## config.mk

```make
export PLATFORM = sky130hd
export DESIGN_NAME = tern_ripple_adder
export DESIGN_NICKNAME = d
export VERILOG_FILES = /design/src/rtl/tern_pkg.sv /design/src/rtl/tern_fa_cell.sv /design/src/rtl/tern_code_check.sv /design/src/rtl/tern_ripple_adder.sv
export SDC_FILE = /design/constraint.sdc
export NUM_CORES = 1
export LEC_CHECK = 0
export BUFFER_PORTS_ARGS = -buffer_cell sky130_fd_sc_hd__buf_2
export CAP_MARGIN = 30
export CORE_ASPECT_RATIO = 0.8
export CORE_MARGIN = 2
export CORE_UTILIZATION = 30
export CTS_CLUSTER_DIAMETER = 60
export DETAILED_ROUTE_END_ITERATION = 7
export HOLD_SLACK_MARGIN = 0.1
export PLACE_DENSITY = 0.55
export SETUP_SLACK_MARGIN = 0.02
export SLEW_MARGIN = 0
export SYNTH_ARGS = -nofsm -noshare
export SYNTH_HDL_FRONTEND = slang
export SYNTH_HIERARCHICAL = 1
export SYNTH_SLANG_ARGS = --single-unit
```

## constraint.sdc

```tcl
create_clock -name clk -period 5.5 [get_ports clk]
set_clock_uncertainty 0.15 [all_clocks]
set_input_delay 0.275 -clock clk [delete_from_list [all_inputs] [get_ports clk]]
set_output_delay 0.275 -clock clk [all_outputs]
set_load 0.01 [all_outputs]
```

## src/rtl/tern_pkg.sv

```systemverilog
// Package tern_pkg: shared trit type and code constants for the ternary adder.
// Assumes a trit is held in two bits, with the value equal to the binary code.
package tern_pkg;
    localparam int TRIT_W = 2;
    typedef logic [TRIT_W-1:0] trit_t;
    localparam trit_t TRIT_ZERO = 2'b00;
    localparam trit_t TRIT_ONE  = 2'b01;
    localparam trit_t TRIT_TWO  = 2'b10;
    localparam trit_t TRIT_BAD  = 2'b11;
endpackage

```

## src/rtl/tern_fa_cell.sv

```systemverilog
// Module tern_fa_cell: one ternary full-adder digit, purely combinational.
// Assumes legal trit codes on a_i and b_i and a carry of 0 or 1.
// Returns the mod-3 digit sum and a carry that is set when the total reaches 3.
module tern_fa_cell
    import tern_pkg::*;
(
    input  trit_t a_i,
    input  trit_t b_i,
    input  logic  c_i,
    output trit_t s_o,
    output logic  c_o
);
    logic [2:0] total;
    logic [2:0] wrapped;

    // Form the digit total (at most 5) and fold it back into 0..2.
    always_comb begin
        total   = {1'b0, a_i} + {1'b0, b_i} + {2'b00, c_i};
        wrapped = total - 3'd3;
        if (total >= 3'd3) begin
            s_o = wrapped[TRIT_W-1:0];
            c_o = 1'b1;
        end else begin
            s_o = total[TRIT_W-1:0];
            c_o = 1'b0;
        end
    end
endmodule

```

## src/rtl/tern_code_check.sv

```systemverilog
// Module tern_code_check: flags any illegal trit code on the adder inputs.
// Operand digits must not be 2'b11. The carry-in must be 2'b00 or 2'b01.
module tern_code_check
    import tern_pkg::*;
#(
    parameter int NTRIT = 3,
    localparam int OPW  = NTRIT * TRIT_W
) (
    input  logic [OPW-1:0]    a_i,
    input  logic [OPW-1:0]    b_i,
    input  trit_t             cin_i,
    output logic              bad_o
);
    logic [NTRIT-1:0] dig_bad;

    // One flag per digit position, set for a 2'b11 code on either operand.
    for (genvar k = 0; k < NTRIT; k++) begin : g_dig
        assign dig_bad[k] = (a_i[k*TRIT_W +: TRIT_W] == TRIT_BAD) ||
                            (b_i[k*TRIT_W +: TRIT_W] == TRIT_BAD);
    end

    // Combine the digit flags with the carry-in legality test.
    always_comb begin
        bad_o = (|dig_bad) || (cin_i[1] == 1'b1);
    end
endmodule

```

## src/rtl/tern_ripple_adder.sv

```systemverilog
// Module tern_ripple_adder: NTRIT-digit ternary ripple-carry adder with a
// registered result. Assumes a synchronous active-low reset.
// An illegal input code gives an error flag with zero sum and carry-out.
module tern_ripple_adder
    import tern_pkg::*;
#(
    parameter int NTRIT = 3,
    localparam int OPW  = NTRIT * TRIT_W
) (
    input  logic           clk,
    input  logic           rst_n,
    input  logic [OPW-1:0] a_i,
    input  logic [OPW-1:0] b_i,
    input  logic [1:0]     cin_i,
    output logic [OPW-1:0] sum_o,
    output logic [1:0]     cout_o,
    output logic           err_o
);
    logic [NTRIT:0]   carry;
    logic [OPW-1:0]   sum_c;
    logic             in_bad;

    assign carry[0] = cin_i[0];

    // Carry chain: digit k feeds its carry into digit k+1.
    for (genvar k = 0; k < NTRIT; k++) begin : g_cell
        tern_fa_cell i_cell (
            .a_i (a_i[k*TRIT_W +: TRIT_W]),
            .b_i (b_i[k*TRIT_W +: TRIT_W]),
            .c_i (carry[k]),
            .s_o (sum_c[k*TRIT_W +: TRIT_W]),
            .c_o (carry[k+1])
        );
    end

    tern_code_check #(.NTRIT(NTRIT)) i_check (
        .a_i   (a_i),
        .b_i   (b_i),
        .cin_i (cin_i),
        .bad_o (in_bad)
    );

    // Result register: reset, error override, or the arithmetic result.
    always_ff @(posedge clk) begin
        if (!rst_n) begin
            sum_o  <= '0;
            cout_o <= TRIT_ZERO;
            err_o  <= 1'b0;
        end else if (in_bad) begin
            sum_o  <= '0;
            cout_o <= TRIT_ZERO;
            err_o  <= 1'b1;
        end else begin
            sum_o  <= sum_c;
            cout_o <= {1'b0, carry[NTRIT]};
            err_o  <= 1'b0;
        end
    end
endmodule

```

Yosys cells after proc, flatten, opt, wreduce, memory -nomap -nowiden
Cells that the tools add are included.
{ "op_classes": {"eq_ne": 6, "mux": 7, "shifts": 0, "magnitude_cmp": 3, "bitwise": 1, "n_addsub": 9, "multipliers": 0, "div_mod_pow": 0, "reduce_logical": 6} }
{ "op_table": {"columns": ["op", "count"], "rows": [
  ["equality test 2 bit, second input constant", 6],
  ["adder 2 x 2 -> 3 bit", 3],
  ["adder 3 x 1 -> 3 bit", 3],
  [">= comparator 3 x 2 -> 1 bit, second input constant", 3],
  ["2-to-1 mux 2 bit", 3],
  ["subtractor 2 bit, second input constant", 3],
  ["logical OR 1 bit", 4],
  ["2-to-1 mux 1 bit", 4],
  ["OR reduction 3 bit", 1],
  ["OR reduction 2 bit", 1],
  ["NOT 1 bit", 1]
]} }
{ "word_totals": {"register_bits": 9, "ram_bits": 0, "latch_bits": 0, "out_inout_bits": 9, "input_bits": 16, "wordCells": 36, "n_memories": 0, "mem_bits_ro": 0} }

Longest topological paths before layout
Gate-level depths: netlist of run 1.
{ "logic_depth": {"ltp_word": 10, "depth_mapped": 20, "ltp_nobuf": 20} }

By module
The synthesis of run 1 kept the hierarchy.
{ "by_module_without_submodules": {"columns": ["mod", "cells_each", "seq_area_each_um2", "n_inst", "area_each_um2"], "rows": [
  ["tern_fa_cell", 10, 0.0, 3, 105.1],
  ["tern_ripple_adder", 18, 160.2, 1, 240.2],
  ["tern_code_check", 4, 0.0, 1, 27.5]
]} }

Worst setup path before layout of run 1
No wires, ideal clock.
{ "synth_path": {"kind": "input -> register", "start": "input a_i[0]", "end": "register sum_o[5]", "setup_ns": 0.116, "path_slack_ns": 1.132, "path_buffers": 0, "cell_stages": 20, "arrival_time_ns": 4.102, "cell_sequence": "fa_1 > inv_1 > fa_1 > inv_1 > ha_1 > nand2b_4 > fa_1 > inv_1 > fa_1 > inv_1 > ha_1 > nand2b_4 > fa_1 > inv_1 > fa_1 > inv_1 > ha_1 > nand2b_4 > mux2_4 > and3b_1"} }
{ "synth_via": {"elab_chain_cells": 10, "elab_cells_between_ends": 16} }
{ "synth_lines": {"columns": ["element", "line_no", "rtl"], "rows": [
  ["start: declaration", "tern_ripple_adder.sv:12", "input logic [OPW-1:0] a_i,"],
  ["adder 2 x 2 -> 3 bit *", "tern_fa_cell.sv:18", "total = {1'b0, a_i} + {1'b0, b_i} + {2'b00, c_i};"],
  ["adder 3 x 1 -> 3 bit *", "tern_fa_cell.sv:18", null],
  [">= comparator 3 x 2 -> 1 bit *", "tern_fa_cell.sv:20", "if (total >= 3'd3) begin"],
  ["2-to-1 mux 1 bit *", "tern_fa_cell.sv:20", null],
  ["via carry[1]", "tern_ripple_adder.sv:19", "logic [NTRIT:0] carry;"],
  ["adder 3 x 1 -> 3 bit *", "tern_fa_cell.sv:18", null],
  [">= comparator 3 x 2 -> 1 bit *", "tern_fa_cell.sv:20", null],
  ["2-to-1 mux 1 bit *", "tern_fa_cell.sv:20", null],
  ["via carry[2]", "tern_ripple_adder.sv:19", null],
  ["adder 3 x 1 -> 3 bit *", "tern_fa_cell.sv:18", null],
  [">= comparator 3 x 2 -> 1 bit or subtractor 2 bit (tied branches)", "tern_fa_cell.sv:20, tern_fa_cell.sv:19", null],
  ["2-to-1 mux 2 bit *", "tern_fa_cell.sv:20", null],
  ["via sum_c[5]", "tern_ripple_adder.sv:20", "logic [OPW-1:0] sum_c;"],
  ["end signal: assignment", "tern_ripple_adder.sv:54", "sum_o <= sum_c;"],
  ["end: declaration", "tern_ripple_adder.sv:15", "output logic [OPW-1:0] sum_o,"]
]} }
Mark *: on every way through the listed nets, which the timed path passes. The rest lies on a longest branch.
A chain may end at the register's enable or synchronous reset.

Worst setup path after layout of run 1
Ends and elaborated chain as after synthesis.

==> flow_summary.yaml, run 1 <==
status:
  status: "complete, no violations"
global_route:
  grt-ovfl-total: 0
  grt_pass1_wl_um: 1340
  grt.total_usage_pct: 8.39
  antenna_found_initial: 0
  grt_max_degree: 9
  grt_pass1_vias: 340
clocking:
  post_cts_resized: 0
  cts_setup_buffers: 0
  cts_tree: "yes"
  htree_levels: 1
  holdBufCountCts: 0
  numCtsBuffers: 3
  cts_num_sinks: 8
  cts_root_buf: "clkbuf_4"
  clockBufferDepth: 2
  cts.clk_slew.worst_paths_ns: 0.05
logic_synthesis:
  syn_area_per_cell_sq_um: 11.2
  yosys.area_share.simple_pct: 19.7
  yosysTopAreaCellShare_pct: 27.5
  netlist_instances: 52
  ys_seq_elements: 8
  synth_top_flop_cell: "dfxtp_1"
  syn_nets: 77
  synth.most_common_cell: "inv_1"
  synth_edf_count: 0
  synth_top_family_by_area: "adder cells"
  synth_commonest_cells: "inv_1 (12), dfxtp_1 (8), and3b_1 (7)"
  synth_compound_area_share_pct: 3.86
  yosysTopAreaCell: "dfxtp_1"
  synth.distinct_cells: 15
  synth-async-reset-ratio_pct: 0
  synthMuxAreaShare_pct: 7.73
  synthXorXnorAreaFrac_pct: 4.51
  seq_area_frac_synth_pct: 27.5
  synthAdderAreaFrac_pct: 27.0
  synthTopCellsByArea: "dfxtp_1 (27%), fa_1 (21%), and3b_1 (11%)"
  yosysWarningCount: 6
  syn_area_sq_um: 583
setup_path:
  slowest_delay_ns: 0.47
  crit_chain: "buf_2 -> fa_1 -> inv_1 -> fa_1 -> inv_1 -> ha_1 -> nand2b_4 -> fa_1 -> inv_1 -> fa_1 -> inv_1 -> ha_1 -> nand2b_4 -> fa_1 -> inv_1 -> fa_1 -> inv_1 -> ha_1 -> nand2b_4 -> mux2_4 -> and3b_1"
  crit_arrival_ns: 4.38
  crit_fanout: 3
  worstSetupStartpointType: "input port"
  cpMaxStageDelayCell: "fa_1"
  crit_type: "input port to flop"
  cp_data_required_time_ns: 5.49
  end_kind: "flop"
sta:
  fin_crit_ns: 4.40
  period_share_pct: 79.9
  fin_ws_ns: 1.10
  maxSlewViolCount: 0
  finalSetupViolCount: 0
  holdWs_ns: 0.176
  rsz0062_at_grt: "false"
  setup-tns-final_ns: 0
  hold_viol: 0
  fmax_ghz: 0.228
placement:
  pre_cts_ws_ns: 0.837
  gp_congestion: 0.644
  dpl_cell_area_sq_um: 721
  numPortBuffers: 23
  place_hpwl_um: 812
drt:
  drc_errors: 0
  wire_per_inst_um: 8.91
  first_pass_iters: 4
  wl_met3_um: 91
  dr.first_iter.drc_count: 3
  vias: 404
  vias_per_cell: 4.00
  highest_layer: "met4"
  wl_met2_um: 418
  drt_wl_total_um: 900
  ant_nets: 0
  wirelength_met1_um: 357
floorplan:
  fp-row-count: 14
  start_util_pct: 31.4
  dieArea_sq_um: 2310
  core_sq_um: 1860
  die_w_um: 53.3
  die_height_um: 43.4
  io_pins: 25
worst_hold_path:
  min_from: "rst_n"
  worstHoldEndpoint: "err_o$_SDFF_PN0_"
  hold_path_depth: 2
  hp-class: "input port to flop"
job:
  max_cap_viol_count: 0
layout:
  area_delta_synth_final_pct: 27.5
  drive_gt1_share_pct: 42.9
  final_cell_area_sq_um: 743
  n_antenna_cell: 0
  nets: 104
power:
  vdd_drop_max_mv: 0.0835
  total_power_uw: 181
  p_per_area_nw_per_um2: 244
  p_leak_uw: 0.000441
worst max-delay path by stage:
| stage | from | end | cells past startpoint |
|---|---|---|---|
| final | a_i[0] | sum_o[5]$_SDFF_PP0_ | 21 |
| after global routing | a_i[0] | sum_o[5]$_SDFF_PP0_ | 21 |
| after CTS | a_i[0] | sum_o[5]$_SDFF_PP0_ | 21 |
| after detailed placement | a_i[0] | sum_o[5]$_SDFF_PP0_ | 21 |
| after global placement | a_i[0] | sum_o[5]$_SDFF_PP0_ | 21 |
| after floorplan | a_i[0] | sum_o[5]$_SDFF_PP0_ | 20 |
logic make-up after synthesis:
group / count (synthesis)
XOR/XNOR: 3
buffers and inverters: 13
multiplexers: 3
flip-flops: 8
adder cells (fa/ha/maj): 9
AO/OA/AOI/OAI: 3
AND/OR/NAND/NOR: 12
other: 1
per-layer routing:
layer / up-vias / track usage [%]
met1: 168 / 10.2
met5: - / 0
li1: 215 / -
met2: 17 / 11.9
met4: 0 / 9.23
met3: 4 / 1.38
through the flow:
stage | std cells | utilization [%]
2_1_floorplan | 52 | -
3_3_place_gp | 98 | 38.8
3_5_place_dp | 98 | 38.8
4_1_cts | 101 | 40.0
5_1_grt | 101 | 40.0
6_report | 101 | 40.0
layout by cell type (no fill, tap or decap):
master and count:
nand2b_4 3, inv_1 12, fa_1 6, a222oi_1 1, and3b_1 7, a22oi_1 1, and2_2 1, dfxtp_1 8
mux2_4 3, nand3_1 1, buf_2 23, xor2_1 3, ha_1 3, a21oi_1 1, clkbuf_4 3, conb_1 1
final cells by class:
type,count,area (sq um)
Clock buffer,3,22.5
Fill cell,204,1110
Inverter,12,45.0
Multi-Input combinational cell,31,370
Sequential cell,8,160
Tap cell,24,30.0
Timing Repair Buffer,23,115
where the power goes:
part | switching, uW | internal (uW) | leakage, uW
logic | 32.9 | 46.0 | 0.000362
clock network | 16.7 | 24.7 | 0.0000138
registers | 0.377 | 60.4 | 0.0000650
total | 50.0 | 131 | 0.000441
state kept, by name (all words and copies together), names as in the netlist:
signal and flops:
cout_o 1, err_o 1, sum_o 6
worst max-delay path: cells and delay by family:
kind | cells | cell delay (ns)
multiplexers | 1 | 0.29
AND/OR/NAND/NOR | 4 | 0.60
adder cells (fa/ha/maj) | 9 | 2.67
buffers and inverters | 7 | 0.52
No activity file was read; power rests on OpenSTA's default activity.
==> inputs of run 2 (changes only) <==
- clock period: 5.5 -> 4.35 ns (I/O delays scaled with it)
==> flow_summary.yaml, run 2 (synthesis results as in run 1) <==
status:
  status: "complete, no violations"
setup_path:
  crit_type: "input port to flop"
  worstSetupStartpointType: "input port"
  crit_start: "cin_i[0]"
  end_kind: "flop"
  cp_data_required_time_ns: 4.33
  crit_arrival_ns: 4.18
  crit_fanout: 2
  setup.worst_path.end: "sum_o[5]$_SDFF_PP0_"
placement:
  gp_congestion: 0.749
  numPortBuffers: 23
  dpl_cell_area_sq_um: 758
  pre_cts_ws_ns: -0.204
  place_hpwl_um: 845
clocking:
  cts_tree: "yes"
  holdBufCountCts: 0
  numCtsBuffers: 3
  cts_root_buf: "clkbuf_4"
  htree_levels: 1
  clockBufferDepth: 2
  cts_num_sinks: 8
  cts.clk_slew.worst_paths_ns: 0.05
power:
  p_comb_share_pct: 49.0
  p_leak_uw: 0.000467
  sw_frac_of_total_pct: 27.7
  clockPowerShare_pct: 20.6
  seq_power_share_pct: 30.3
  switchingPower_uw: 70.0
  p_int_uw: 183
  total_power_uw: 253
  vdd_drop_max_mv: 0.119
  p_per_area_nw_per_um2: 304
worst_hold_path:
  hold_path_depth: 2
  hp-class: "input port to flop"
  min_from: "rst_n"
drt:
  ant_nets: 0
  vias_per_cell: 3.94
  dr.first_iter.drc_count: 5
  drt_wl_total_um: 983
  vias: 425
  wire_per_inst_um: 9.10
  drc_errors: 0
  first_pass_iters: 4
global_route:
  grt-ovfl-total: 0
  grt_pass1_vias: 370
  grt_max_degree: 9
  grt.total_usage_pct: 9.31
  antenna_found_initial: 0
  grt_pass1_wl_um: 1540
floorplan:
  die_height_um: 43.4
  dieArea_sq_um: 2310
  start_util_pct: 31.4
  die_w_um: 53.3
  io_pins: 25
  fp-row-count: 14
  core_sq_um: 1860
layout:
  regArea_sq_um: 160
  multiInputGateArea_sq_um: 395
  final_cell_area_sq_um: 833
  n_antenna_cell: 0
  area_delta_synth_final_pct: 42.9
  fin_util_pct: 44.9
  nets: 111
  drive_gt1_share_pct: 60.7
  final_cell_mix: "buf_2 (21), dfxtp_1 (8), and3b_1 (7), inv_1 (7), buf_4 (7)"
  nFillCells: 202
  layout_commonest_cell: "buf_2"
  reg_top3: "sum_o (6), cout_o (1), err_o (1)"
  largest_reg_flops: 6
  registers.top_by_ff_count: "sum_o"
sta:
  finalSetupViolCount: 0
  setup-tns-final_ns: 0
  fin_crit_ns: 4.20
  fin_ws_ns: 0.155
  hold_viol: 0
  maxSlewViolCount: 0
  rsz0062_at_grt: "false"
  period_share_pct: 96.4
  fmax_ghz: 0.238
job:
  max_cap_viol_count: 0
run 2: per-stage QoR:
step / hold WS, ns / cells
2_1_floorplan: 0.209 / 52
3_3_place_gp: 0.375 / 103
3_5_place_dp: 0.377 / 103
4_1_cts: 0.114 / 106
5_1_grt: 0.145 / 108
6_report: 0.122 / 108
run 2: how the worst min path moves through the flow:
stage                        to  slack [ns]
4_1_cts        err_o$_SDFF_PN0_        0.11
2_1_floorplan  err_o$_SDFF_PN0_        0.21
6_report       err_o$_SDFF_PN0_        0.12
3_3_place_gp   err_o$_SDFF_PN0_        0.38
3_5_place_dp   err_o$_SDFF_PN0_        0.38
5_1_grt        err_o$_SDFF_PN0_        0.15
run 2: layout make-up:
| type | instances | area share, % |
|---|---|---|
| Multi-Input combinational cell | 31 | 47.4 |
| Inverter | 12 | 5.41 |
| Clock buffer | 3 | 2.70 |
| Timing Repair Buffer | 30 | 21.6 |
| Sequential cell | 8 | 19.2 |
| Tap cell | 24 | 3.60 |
run 2: repair_timing:
| item | in CTS | in global routing |
|---|---|---|
| endpoints found under the setup margin | 0 | 2 |
| resized for setup | 0 | 14 |
| buffers inserted | 0 | 2 |
run 2: power groups by stage:
stage	logic (uW)	registers, uW	clock network, uW
after floorplan	76.6	80.0	0
after global placement	109	78.2	0
after detailed placement	110	78.2	0
after CTS	111	76.8	56.2
after global routing	139	76.9	58.5
final	124	76.8	52.2
run 2: critical path: stages:
cell and delay, ns:
buf_6 0.09, fa_2 0.37, inv_2 0.06, fa_1 0.42
inv_2 0.09, ha_4 0.12, nand2b_4 0.12, fa_2 0.19
inv_2 0.04, fa_1 0.49, inv_1 0.05, ha_2 0.16
nand2b_4 0.14, fa_2 0.35, inv_2 0.06, fa_1 0.42
inv_2 0.07, ha_2 0.15, nand2b_4 0.12, mux2_4 0.29
and3b_1 0.16
run 2: layer usage:
metal	wire, um	up-vias	track usage (%)
met4	0	0	7.69
met3	67	0	1.38
met1	474	184	12.3
met5	0	-	0
met2	441	15	13.3
li1	-	226	-
==> inputs of run 3 (changes only) <==
- CORE_AREA: default -> 10 10 47 49
- CORE_ASPECT_RATIO: 0.8 -> default
- CORE_MARGIN: 2 -> default
- CORE_UTILIZATION: 30 -> default
- DIE_AREA: default -> 0 0 57 59
- PLACE_DENSITY: 0.55 -> 0.74
==> flow_summary.yaml, run 3 (synthesis results as in run 1) <==
global_route:
  grt.total_usage_pct: 6.99
  grt_pass1_wl_um: 1940
  grt-ovfl-total: 0
  grt_max_degree: 9
  antenna_found_initial: 0
  grt_pass1_vias: 516
drt:
  first_pass_iters: 2
  dr.first_iter.drc_count: 6
  vias_per_cell: 4.62
  vias: 462
  ant_nets: 0
  wire_per_inst_um: 11.6
  drc_errors: 0
  drt_wl_total_um: 1160
clocking:
  clockBufferDepth: 2
  cts_tree: "yes"
  numCtsBuffers: 3
  holdBufCountCts: 0
  cts.clk_slew.worst_paths_ns: 0.05
  cts_num_sinks: 8
  htree_levels: 1
  cts_root_buf: "clkbuf_4"
layout:
  fin_cells: 100
  drive_gt1_share_pct: 61.9
  area_delta_synth_final_pct: 43.6
  reg_top3: "sum_o (6), cout_o (1), err_o (1)"
  registers.top_by_ff_count: "sum_o"
  nFillCells: 133
  final_cell_mix: "buf_2 (22), dfxtp_1 (8), and3b_1 (7), buf_4 (7)"
  n_antenna_cell: 0
  nets: 111
  largest_reg_flops: 6
  layout_commonest_cell: "buf_2"
job:
  max_cap_viol_count: 0
sta:
  hold_viol: 0
  maxSlewViolCount: 0
  period_share_pct: 96.5
  finalSetupViolCount: 0
  fmax_ghz: 0.238
  holdWs_ns: 0.117
  rsz0062_at_grt: "false"
  fin_crit_ns: 4.20
  fin_ws_ns: 0.153
floorplan:
  die_w_um: 57
  start_util_pct: 41.6
  io_pins: 25
  fp-row-count: 14
  core_sq_um: 1400
  die_height_um: 59
  dieArea_sq_um: 3360
worst_hold_path:
  hold_path_depth: 2
  min_from: "rst_n"
  hp-class: "input port to flop"
  worstHoldEndpoint: "err_o$_SDFF_PN0_"
status:
  status: "complete, no violations"
setup_path:
  crit_fanout: 2
  crit_arrival_ns: 4.19
  cp_data_required_time_ns: 4.34
  end_kind: "flop"
  worstSetupStartpointType: "input port"
  crit_type: "input port to flop"
placement:
  gp_congestion: 0.637
  numPortBuffers: 23
  place_inst: 94
  pre_cts_ws_ns: -0.201
  place_hpwl_um: 1020
power:
  p_leak_uw: 0.000467
  p_per_area_nw_per_um2: 320
  total_power_uw: 268
  vdd_drop_max_mv: 0.131
run 3: cell types whose count changed in the layout (fill, tap and decap cells not counted):
| cell | before | now |
|---|---|---|
| inv_2 | 5 | 6 |
| ha_4 | 1 | 3 |
| buf_2 | 21 | 22 |
| buf_6 | 2 | 1 |
| ha_2 | 2 | 0 |
| inv_1 | 7 | 6 |
run 3: how the worst max path moves through the flow:
stage | from | end | slack (ns)
CTS | a_i[0] | sum_o[5]$_SDFF_PP0_ | 0.05
finish | cin_i[0] | sum_o[5]$_SDFF_PP0_ | 0.15
floorplan | a_i[0] | sum_o[5]$_SDFF_PP0_ | 0.04
global route | b_i[0] | sum_o[5]$_SDFF_PP0_ | 0.03
detailed placement | a_i[0] | sum_o[5]$_SDFF_PP0_ | -0.20
global placement | a_i[0] | sum_o[5]$_SDFF_PP0_ | -0.11
run 3: cell type report:
type | count | area, sq um | area share (%)
multi-input cells | 31 | 415 | 49.6
repair buffers | 30 | 174 | 20.8
inverters | 12 | 45.0 | 5.38
clock buffers | 3 | 22.5 | 2.69
flip-flops and latches | 8 | 160 | 19.1
well taps | 16 | 20.0 | 2.39
run 3: power breakdown:
| part | leakage [uW] | switching (uW) | internal, uW |
|---|---|---|---|
| sequential | 0.0000650 | 0.487 | 76.3 |
| combinational | 0.000388 | 55.1 | 82.9 |
| clock | 0.0000138 | 21.6 | 31.3 |
run 3: per-layer routing:
metal,share of wire (%),global-route usage [%],vias up
li1,-,-,228
met1,43,6.74,209
met2,44,11.3,23
met3,13,3.65,2
met4,0.61,5.03,0
met5,0,0,-
run 3: critical path: stages:
cell and delay (ns):
buf_6 0.09, fa_2 0.38, inv_2 0.06, fa_1 0.42
inv_2 0.09, ha_4 0.12, nand2b_4 0.12, fa_2 0.20
inv_2 0.04, fa_1 0.51, inv_2 0.05, ha_4 0.15
nand2b_4 0.14, fa_2 0.35, inv_2 0.06, fa_1 0.42
inv_2 0.09, ha_4 0.12, nand2b_4 0.12, mux2_4 0.29
and3b_1 0.15
run 3: stage by stage:
step	TNS (ns)	utilization [%]	cell area, sq um
final	0	59.7	837
after global routing	0	59.7	837
after CTS	0	54.5	763
after detailed placement	-0.302	52.9	741
after global placement	-0.110	52.9	741
after floorplan	0	-	583
run 3: timing repair:
| action | in CTS | in global routing |
|---|---|---|
| setup buffers | 0 | 3 |
| setup endpoints to repair | 0 | 2 |
| gates resized for setup | 0 | 16 |
